--- src/rtl/acs_pkg.sv ---
package acs_pkg;

    localparam int unsigned LANE_W  = 16;
    localparam int unsigned GUARD_W = 2;
    localparam int unsigned WIDE_W  = LANE_W + GUARD_W;

    typedef enum logic {
        PICK_DIFF = 1'b0,
        PICK_SUM  = 1'b1
    } acs_pick_e;

    typedef struct packed {
        logic [LANE_W-1:0] metric;
        acs_pick_e         pick;
        logic              clamped;
    } lane_out_t;

    function automatic logic signed [WIDE_W-1:0] widen(input logic [LANE_W-1:0] v);
        return {{GUARD_W{v[LANE_W-1]}}, v};
    endfunction

    function automatic logic [LANE_W-1:0] clamp16(input logic signed [WIDE_W-1:0] v,
                                                  output logic hit);
        logic signed [WIDE_W-1:0] hi;
        logic signed [WIDE_W-1:0] lo;
        hi = {{(GUARD_W+1){1'b0}}, {(LANE_W-1){1'b1}}};
        lo = {{(GUARD_W+1){1'b1}}, {(LANE_W-1){1'b0}}};
        if (v > hi) begin
            hit = 1'b1;
            return {1'b0, {(LANE_W-1){1'b1}}};
        end else if (v < lo) begin
            hit = 1'b1;
            return {1'b1, {(LANE_W-1){1'b0}}};
        end
        hit = 1'b0;
        return v[LANE_W-1:0];
    endfunction

endpackage

--- src/rtl/acs_lane.sv ---
module acs_lane
    import acs_pkg::*;
(
    input  logic [LANE_W-1:0] x_i,
    input  logic [LANE_W-1:0] s_i,
    input  logic [LANE_W-1:0] t_i,
    output lane_out_t         out_o
);

    logic signed [WIDE_W-1:0] sum_w;
    logic signed [WIDE_W-1:0] dif_w;
    logic signed [WIDE_W-1:0] best_w;
    logic                     hit;
    logic [LANE_W-1:0]        clamped_v;

    always_comb begin
        sum_w  = widen(x_i) + widen(t_i);
        dif_w  = widen(s_i) - widen(t_i);
        best_w = (sum_w > dif_w) ? sum_w : dif_w;
        clamped_v = clamp16(best_w, hit);
        out_o.metric  = clamped_v;
        out_o.pick    = (sum_w > dif_w) ? PICK_SUM : PICK_DIFF;
        out_o.clamped = hit;
    end


    always_comb begin
        if (out_o.clamped)
            clamp_value_chk: assert (out_o.metric == {1'b0, {(LANE_W-1){1'b1}}}
                                  || out_o.metric == {1'b1, {(LANE_W-1){1'b0}}});
    end

endmodule

--- src/rtl/acs_ovf_track.sv ---
module acs_ovf_track (
    input  logic clk,
    input  logic rst,
    input  logic set_i,
    input  logic clr_i,
    output logic flag_o
);

    always_ff @(posedge clk) begin
        if (rst)
            flag_o <= 1'b0;
        else if (set_i)
            flag_o <= 1'b1;
        else if (clr_i)
            flag_o <= 1'b0;
    end


    ovf_set_chk: assert property (@(posedge clk) disable iff (rst)
        set_i |=> flag_o);


    ovf_hold_chk: assert property (@(posedge clk) disable iff (rst)
        (flag_o && !clr_i) |=> flag_o);


    ovf_clear_chk: assert property (@(posedge clk) disable iff (rst)
        (clr_i && !set_i) |=> !flag_o);

endmodule

--- src/rtl/acs_quad.sv ---
module acs_quad
    import acs_pkg::*;
#(
    parameter int unsigned LANES = 4
) (
    input  logic                      clk,
    input  logic                      rst,
    input  logic                      in_valid,
    input  logic [LANES*LANE_W-1:0]   x_in,
    input  logic [LANES*LANE_W-1:0]   s_in,
    input  logic [LANES*LANE_W-1:0]   t_in,
    input  logic                      ovf_clr,
    output logic                      out_valid,
    output logic [LANES*LANE_W-1:0]   res_out,
    output logic [2*LANES-1:0]        pred_out,
    output logic                      ovf_flag
);

    localparam int unsigned DATA_W = LANES * LANE_W;
    localparam int unsigned PRED_W = 2 * LANES;

    lane_out_t            lane_q [LANES];
    logic [DATA_W-1:0]    res_d;
    logic [PRED_W-1:0]    pred_d;
    logic [LANES-1:0]     lane_hit;
    logic                 any_hit;

    for (genvar i = 0; i < LANES; i++) begin : g_lane
        acs_lane u_lane (
            .x_i   (x_in[i*LANE_W +: LANE_W]),
            .s_i   (s_in[i*LANE_W +: LANE_W]),
            .t_i   (t_in[i*LANE_W +: LANE_W]),
            .out_o (lane_q[i])
        );
        assign res_d[i*LANE_W +: LANE_W] = lane_q[i].metric;
        assign pred_d[2*i]               = (lane_q[i].pick == PICK_SUM);
        assign pred_d[2*i+1]             = (lane_q[i].pick == PICK_SUM);
        assign lane_hit[i]               = lane_q[i].clamped;
    end

    assign any_hit = |lane_hit;

    always_ff @(posedge clk) begin
        if (rst) begin
            out_valid <= 1'b0;
            res_out   <= '0;
            pred_out  <= '0;
        end else begin
            out_valid <= in_valid;
            if (in_valid) begin
                res_out  <= res_d;
                pred_out <= pred_d;
            end
        end
    end

    acs_ovf_track u_ovf (
        .clk    (clk),
        .rst    (rst),
        .set_i  (in_valid && any_hit),
        .clr_i  (ovf_clr),
        .flag_o (ovf_flag)
    );


    valid_follow_chk: assert property (@(posedge clk) disable iff (rst)
        in_valid |=> out_valid);


    idle_hold_chk: assert property (@(posedge clk) disable iff (rst)
        !in_valid |=> (!out_valid && $stable(res_out) && $stable(pred_out)));


    reset_state_chk: assert property (@(posedge clk)
        rst |=> (res_out == '0 && pred_out == '0 && !out_valid && !ovf_flag));

endmodule

--- config.mk ---
export PLATFORM = sky130hd
export DESIGN_NAME = acs_quad
export DESIGN_NICKNAME = d
export VERILOG_FILES = /design/src/rtl/acs_pkg.sv /design/src/rtl/acs_lane.sv /design/src/rtl/acs_ovf_track.sv /design/src/rtl/acs_quad.sv
export SDC_FILE = /design/constraint.sdc
export NUM_CORES = 1
export LEC_CHECK = 0
export ABC_AREA = 1
export ABC_CLOCK_PERIOD_IN_PS = 3900
export CAP_MARGIN = 20
export CORE_ASPECT_RATIO = 1.4
export CORE_UTILIZATION = 30
export CTS_CLUSTER_DIAMETER = 100
export DETAILED_ROUTE_END_ITERATION = 8
export DONT_BUFFER_PORTS = 1
export GPL_ROUTABILITY_DRIVEN = 0
export PLACE_DENSITY_LB_ADDON = 0.15
export SYNTH_ARGS = -nofsm -noshare
export SYNTH_HDL_FRONTEND = slang
export SYNTH_SLANG_ARGS = --single-unit
--- constraint.sdc ---
create_clock -name clk -period 3.9 [get_ports clk]
set_clock_uncertainty 0.1 [all_clocks]
set_input_delay 0.585 -clock clk [delete_from_list [all_inputs] [get_ports clk]]
set_output_delay 0.585 -clock clk [all_outputs]
set_load 0.02 [all_outputs]
Yosys cells after proc, flatten, opt, wreduce, memory -nomap -nowiden --
Cells that the tools add are included.
Word-level totals: output and inout bits 74, logic and storage cells 69, bits in registers 73
Cells by class: add/sub/neg operators 8, muxes and demuxes 42, reduce and logical (&&, ||, !) cells 3, $lt $le $gt $ge 12
Operator list (count):
- 16-bit 2-to-1 mux | 12
- 18-bit by 16-bit greater-than comparator with 1-bit output (second input constant) | 4
- 18-bit greater-than comparator | 4
- 18-bit by 16-bit less-than comparator with 1-bit output (second input constant) | 4
- 18-bit 2-to-1 mux | 4
- 16-bit by 16-bit adder with 17-bit output | 4
- 16-bit by 16-bit subtractor with 17-bit output | 4
- 1-bit 2-to-1 mux | 26
- 4-bit OR reduction | 1
- 2-bit nonzero test | 1
- 1-bit logical AND | 1

Logic depth before layout (Yosys ltp) --
depth in word-level cells 10, gate-level depth with buffers 32, mapped depth without buffers 32

Cells and area by module --
Synthesis repeated with hierarchy kept, for this count alone.
Unflattened totals: cells, all modules 2040, area, all modules 13030.0 µm²
Modules (own cells, without submodules):
- acs_lane at g_lane[1].u_lane ... | times used 3, cells each 432, sequential area each 0.0 µm², area an instance 2581.2 µm²
- acs_quad | times used 1, cells each 304, sequential area each 1381.3 µm², area an instance 2651.3 µm²
- acs_lane at g_lane[0].u_lane | times used 1, cells each 435, sequential area each 0.0 µm², area an instance 2595.0 µm²
- acs_ovf_track | times used 1, cells each 5, sequential area each 20.0 µm², area an instance 40.0 µm²

Least setup slack after synthesis --
Ideal clock, no wire load.
kind input to register, from input port s_in[16], to register res_out[27], library setup time 0.066 ns, arrival time 4.072 ns, slack -0.338 ns, stages on the path 24, cell sequence inv_1 ha_1 inv_1 fa_1 nand3_1 nand2_1 a21oi_1 o21bai_1 nand3_1 nand2_1 nand2_1 nand2_1 a21boi_0 o21ai_0 xor2_1 ha_1 a2111oi_0 nand2_4 nand2_2 o21ai_2 a21oi_4 buf_6 nand2_2 a21oi_2
On the way: word-level cells in the longest chain between the ends 7, elaborated cells between the ends (all ways) 9
Ends and longest elaborated chain:
- from (decl) | RTL line acs_quad.sv:10 | input logic [LANES*LANE_W-1:0] s_in,
- 16-bit by 16-bit subtractor with 17-bit output * | RTL line acs_lane.sv:18 | dif_w = widen(s_i) - widen(t_i);
- 18-bit greater-than comparator | RTL line acs_lane.sv:19 | best_w = (sum_w > dif_w) ? sum_w : dif_w;
- 18-bit 2-to-1 mux * | RTL line acs_lane.sv:19
- 18-bit by 16-bit less-than comparator with 1-bit output | RTL line acs_pkg.sv:31 | end else if (v < lo) begin
- 1-bit 2-to-1 mux | RTL line acs_pkg.sv:31
- 1-bit 2-to-1 mux | RTL line acs_pkg.sv:28 | if (v > hi) begin
- 16-bit 2-to-1 mux * | RTL line acs_pkg.sv:35 | hit = 1'b0;
- to (signal assigned) | RTL line acs_quad.sv:51 | res_out <= res_d;
- to (decl) | RTL line acs_quad.sv:14 | output logic [LANES*LANE_W-1:0] res_out,
Every way passes the cells marked *; elsewhere a longest branch is shown, timed or not. A chain may end at the register's enable or synchronous reset.

Worst setup path after layout --
from input port s_in[48], to register res_out[62]
The elaborated chain is that of the path after synthesis.

==> flow_summary_export.csv <==
group,metric,value,unit
floorplanning,rows,84,
setup_path,arrival,4.06,ns
logic_synthesis,async_reset_ff_frac,0,
global_route,grt_pass1_wl,57.2,mm
clock_network,cts_hold_buf,0,
setup_path,regToRegSetupSlack,2.81,ns
power,clockPowerShare,0.113,
floorplanning,die_h,235,um
clock_network,root_buffer,"clkbuf_16",
floorplanning,initial_core_util,0.307,
outcome,outcome,"finished, final reports clean",
layout,final_layout_size_suffix_gt1_frac,0.265,
power,p_per_area,497,nW/um^2
routing,first_iter_violations,458,
clock_network,h-tree-depth,3,
logic_synthesis,seq_area_frac_synth,0.121,
power,power_switching,0.00382,W
routing,via_per_inst,4.77,
logic_synthesis,synth_area_leaders,"ha_1, nand2_1, dfxtp_1",
sta,final_hold_viol_count,0,
routing,finalWirelength,36.9,mm
sta,fin_crit_sh,0.995,
logic_synthesis,yosysMostFrequentCell,"nand2_1",
place,numPortBuffers,0,
clock_network,clock_sinks,70,
routing,dr.max_layer_used,"met4",
floorplanning,core,37800,um^2
setup_path,crit_type,"in2reg",
logic_synthesis,syn_area,11600,um^2
logic_synthesis,ys_types,46,
setup_path,crit_path_start_kind,"input pin",
power,intPower,0.00397,W
global_route,antenna_found_initial,0,
global_route,grt_start_max_net_pins,63,
setup_path,max_stage_delay,0.39,ns
routing,wl_met1,14.9,mm
logic_synthesis,synth_area_per_cell,6.36,um^2
sta,tns,0,ns
clock_network,cts_tree,"yes",
layout,fillers,4032,
routing,detail-route-antenna-nets,0,
setup_path,cp-end-kind,"flip-flop",
routing,drt-wirelength-per-cell,14.4,um
sta,tightest_slew,0.706,ns
clock_network,clkTransAtPathRegs,0.06,ns
power,leakage,8.26,nW
logic_synthesis,ys_ff_latch,70,
sta,rsz0062_at_grt,"true",
routing,via_count,12200,
power,vdd_drop_max,0.204,mV
place,hpwlAfterDp,30.8,mm
floorplanning,die_w,168,um
power,combPwrFrac,0.691,
logic_synthesis,synth_common_cells,"nand2_1, inv_1, a21oi_1, ha_1, nor2_1",
clock_network,clock_latency,0.34,ns
logic_synthesis,syn_nets,2222,
sta,slew_violations,0,
place,dp_cells,2507,
routing,dr_wl_met2,20.2,mm
clock_network,cts_made_buffers,9,
logic_synthesis,yosys_warnings,0,
power,pwr-share-seq,0.196,
setup_path,crit_slowest_cell,"fa_2",
layout,final_cells,2561,
sta,clock.fmax,0.258,GHz
routing,firstDrtPassIters,5,
global_route,grt.total_usage,0.178,
min_path,hold_class,"in2reg",
logic_synthesis,synthCells,1826,
setup_path,cp_max_fo,7,
global_route,grt_pass1_vias,11900,
logic_synthesis,synth_top_cell_by_area,"ha_1",
routing,drc_errors,0,
floorplanning,die_area,39500,um^2
layout,finalNetCount,2479,
floorplanning,pin_count,270,
logic_synthesis,synth_top_area_share,0.207,
sta,finalSetupViolCount,0,
logic_synthesis,synth-edff-count,0,
job,drv_cap,0,
logic_synthesis,ys.flop_type,"dfxtp_1",
routing,wl_met3,1.49,mm
setup_path,cp_data_required_time,4.08,ns
layout,syn_to_final_growth,34.7,%
layout,diodes,0,
sta,max_slew_margin,0.529,
power,p_sw_frac,0.491,
global_route,grt-ovfl-total,0,
clock_network,clockBufferDepth,2,
sta,period_needed,3.88,ns
==> layer usage <==
| metal | GRT usage | up-vias |
|---|---|---|
| met5 | 0 | - |
| met4 | 0.0333 | 0 |
| met3 | 0.0286 | 24 |
| met2 | 0.361 | 196 |
| met1 | 0.188 | 5525 |
| li1 | - | 6477 |
==> cell families (layout without fill, tap and decap cells) <==
kind of cell / Yosys count / count (layout) / share of synthesized area
buffers and inverters: 315 / 575 / 0.112
xor gates and xnor gates: 111 / 111 / 0.0837
adders and majority gates: 200 / 200 / 0.221
AOI/OAI and AO/OA: 354 / 354 / 0.175
and+or+nand+nor: 776 / 778 / 0.288
DFF: 70 / 70 / 0.121
==> layout by cell type (no fill, tap or decap), types with 7 or more instances in the layout <==
cell type / synthesis / final
o211ai_1: 7 / 7
clkbuf_16: 0 / 18
o21ai_0: 67 / 45
nand4_1: 19 / 19
inv_1: 269 / 257
a31oi_1: 18 / 18
nand3_4: 6 / 13
buf_12: 0 / 10
nand3_2: 9 / 25
nor2_1: 127 / 116
nand2_1: 486 / 450
nand3_1: 76 / 55
nor2_2: 8 / 13
ha_1: 192 / 182
nor3_1: 7 / 7
buf_4: 5 / 262
a21oi_1: 197 / 149
a21oi_2: 23 / 69
ha_4: 0 / 10
inv_2: 5 / 8
o21ai_1: 2 / 18
xnor2_1: 33 / 30
dfxtp_1: 70 / 70
nand2_2: 24 / 50
o21bai_1: 16 / 15
xor2_1: 78 / 74
nand2_4: 3 / 11
==> path summary, 6_finish.rpt <==
path	to	cells past startpoint	startpoint
worst max-delay path	res_out[62]$_SDFFE_PP0P_	25	s_in[48]
worst min-delay path	res_out[62]$_SDFFE_PP0P_	1	rst
worst max register to register	pred_out[6]$_SDFFE_PP0P_	2	pred_out[6]$_SDFFE_PP0P_
worst min register to register	res_out[32]$_SDFFE_PP0P_	2	res_out[32]$_SDFFE_PP0P_
==> power groups by stage <==
| stage | Combinational [W] | Clock, W | Sequential (W) |
|---|---|---|---|
| final | 0.00538 | 0.000878 | 0.00153 |
| after global routing | 0.00603 | 0.000945 | 0.00157 |
| after CTS | 0.00440 | 0.000913 | 0.00155 |
| after detailed placement | 0.00436 | 0 | 0.00156 |
| after global placement | 0.00431 | 0 | 0.00156 |
| after floorplan | 0.00296 | 0 | 0.00141 |
==> worst max-delay path, delay by kind of cell <==
family	cells	cell delay, ns
compound gates	5	0.98
xor+xnor	1	0.24
fa+ha+maj	3	0.80
buf+inv	6	0.55
simple gates	10	0.89
==> stage by stage <==
step / setup WS, ns / total power [W] / hold WS [ns] / util / instance area [um^2]
after CTS: 0.00562 / 0.00686 / 0.186 / 0.379 / 14300
after detailed placement: -0.614 / 0.00593 / 0.499 / 0.370 / 14000
after global routing: -0.192 / 0.00854 / 0.174 / 0.414 / 15600
after floorplan: 0.00350 / 0.00437 / 0.439 / - / 11700
after global placement: -0.610 / 0.00587 / 0.498 / 0.370 / 14000
final: 0.0180 / 0.00778 / 0.204 / 0.414 / 15600
==> repair_timing <==
action                                  4_1_cts  5_1_grt
endpoints found under the setup margin       31       66
resized for setup                             9      228
setup buffers                                 1       27
cloned                                        0       11
pin swaps                                     1      135
==> area by class of cell <==
cell class	count	area [um^2]	area share
flip-flops and latches	70	1400	0.0895
clock buffers	9	225	0.0144
repair buffers	285	2440	0.156
inverters	274	1090	0.0697
well taps	473	592	0.0378
clock inverters	7	86.3	0.00552
multi-input cells	1443	9820	0.627
==> flip-flops by register name, indices dropped and copies added (netlist names) <==
| register | cells |
|---|---|
| out_valid | 1 |
| pred_out | 4 |
| u_ovf.flag_o | 1 |
| res_out | 64 |
No activity file was read; power rests on OpenSTA's default activity.
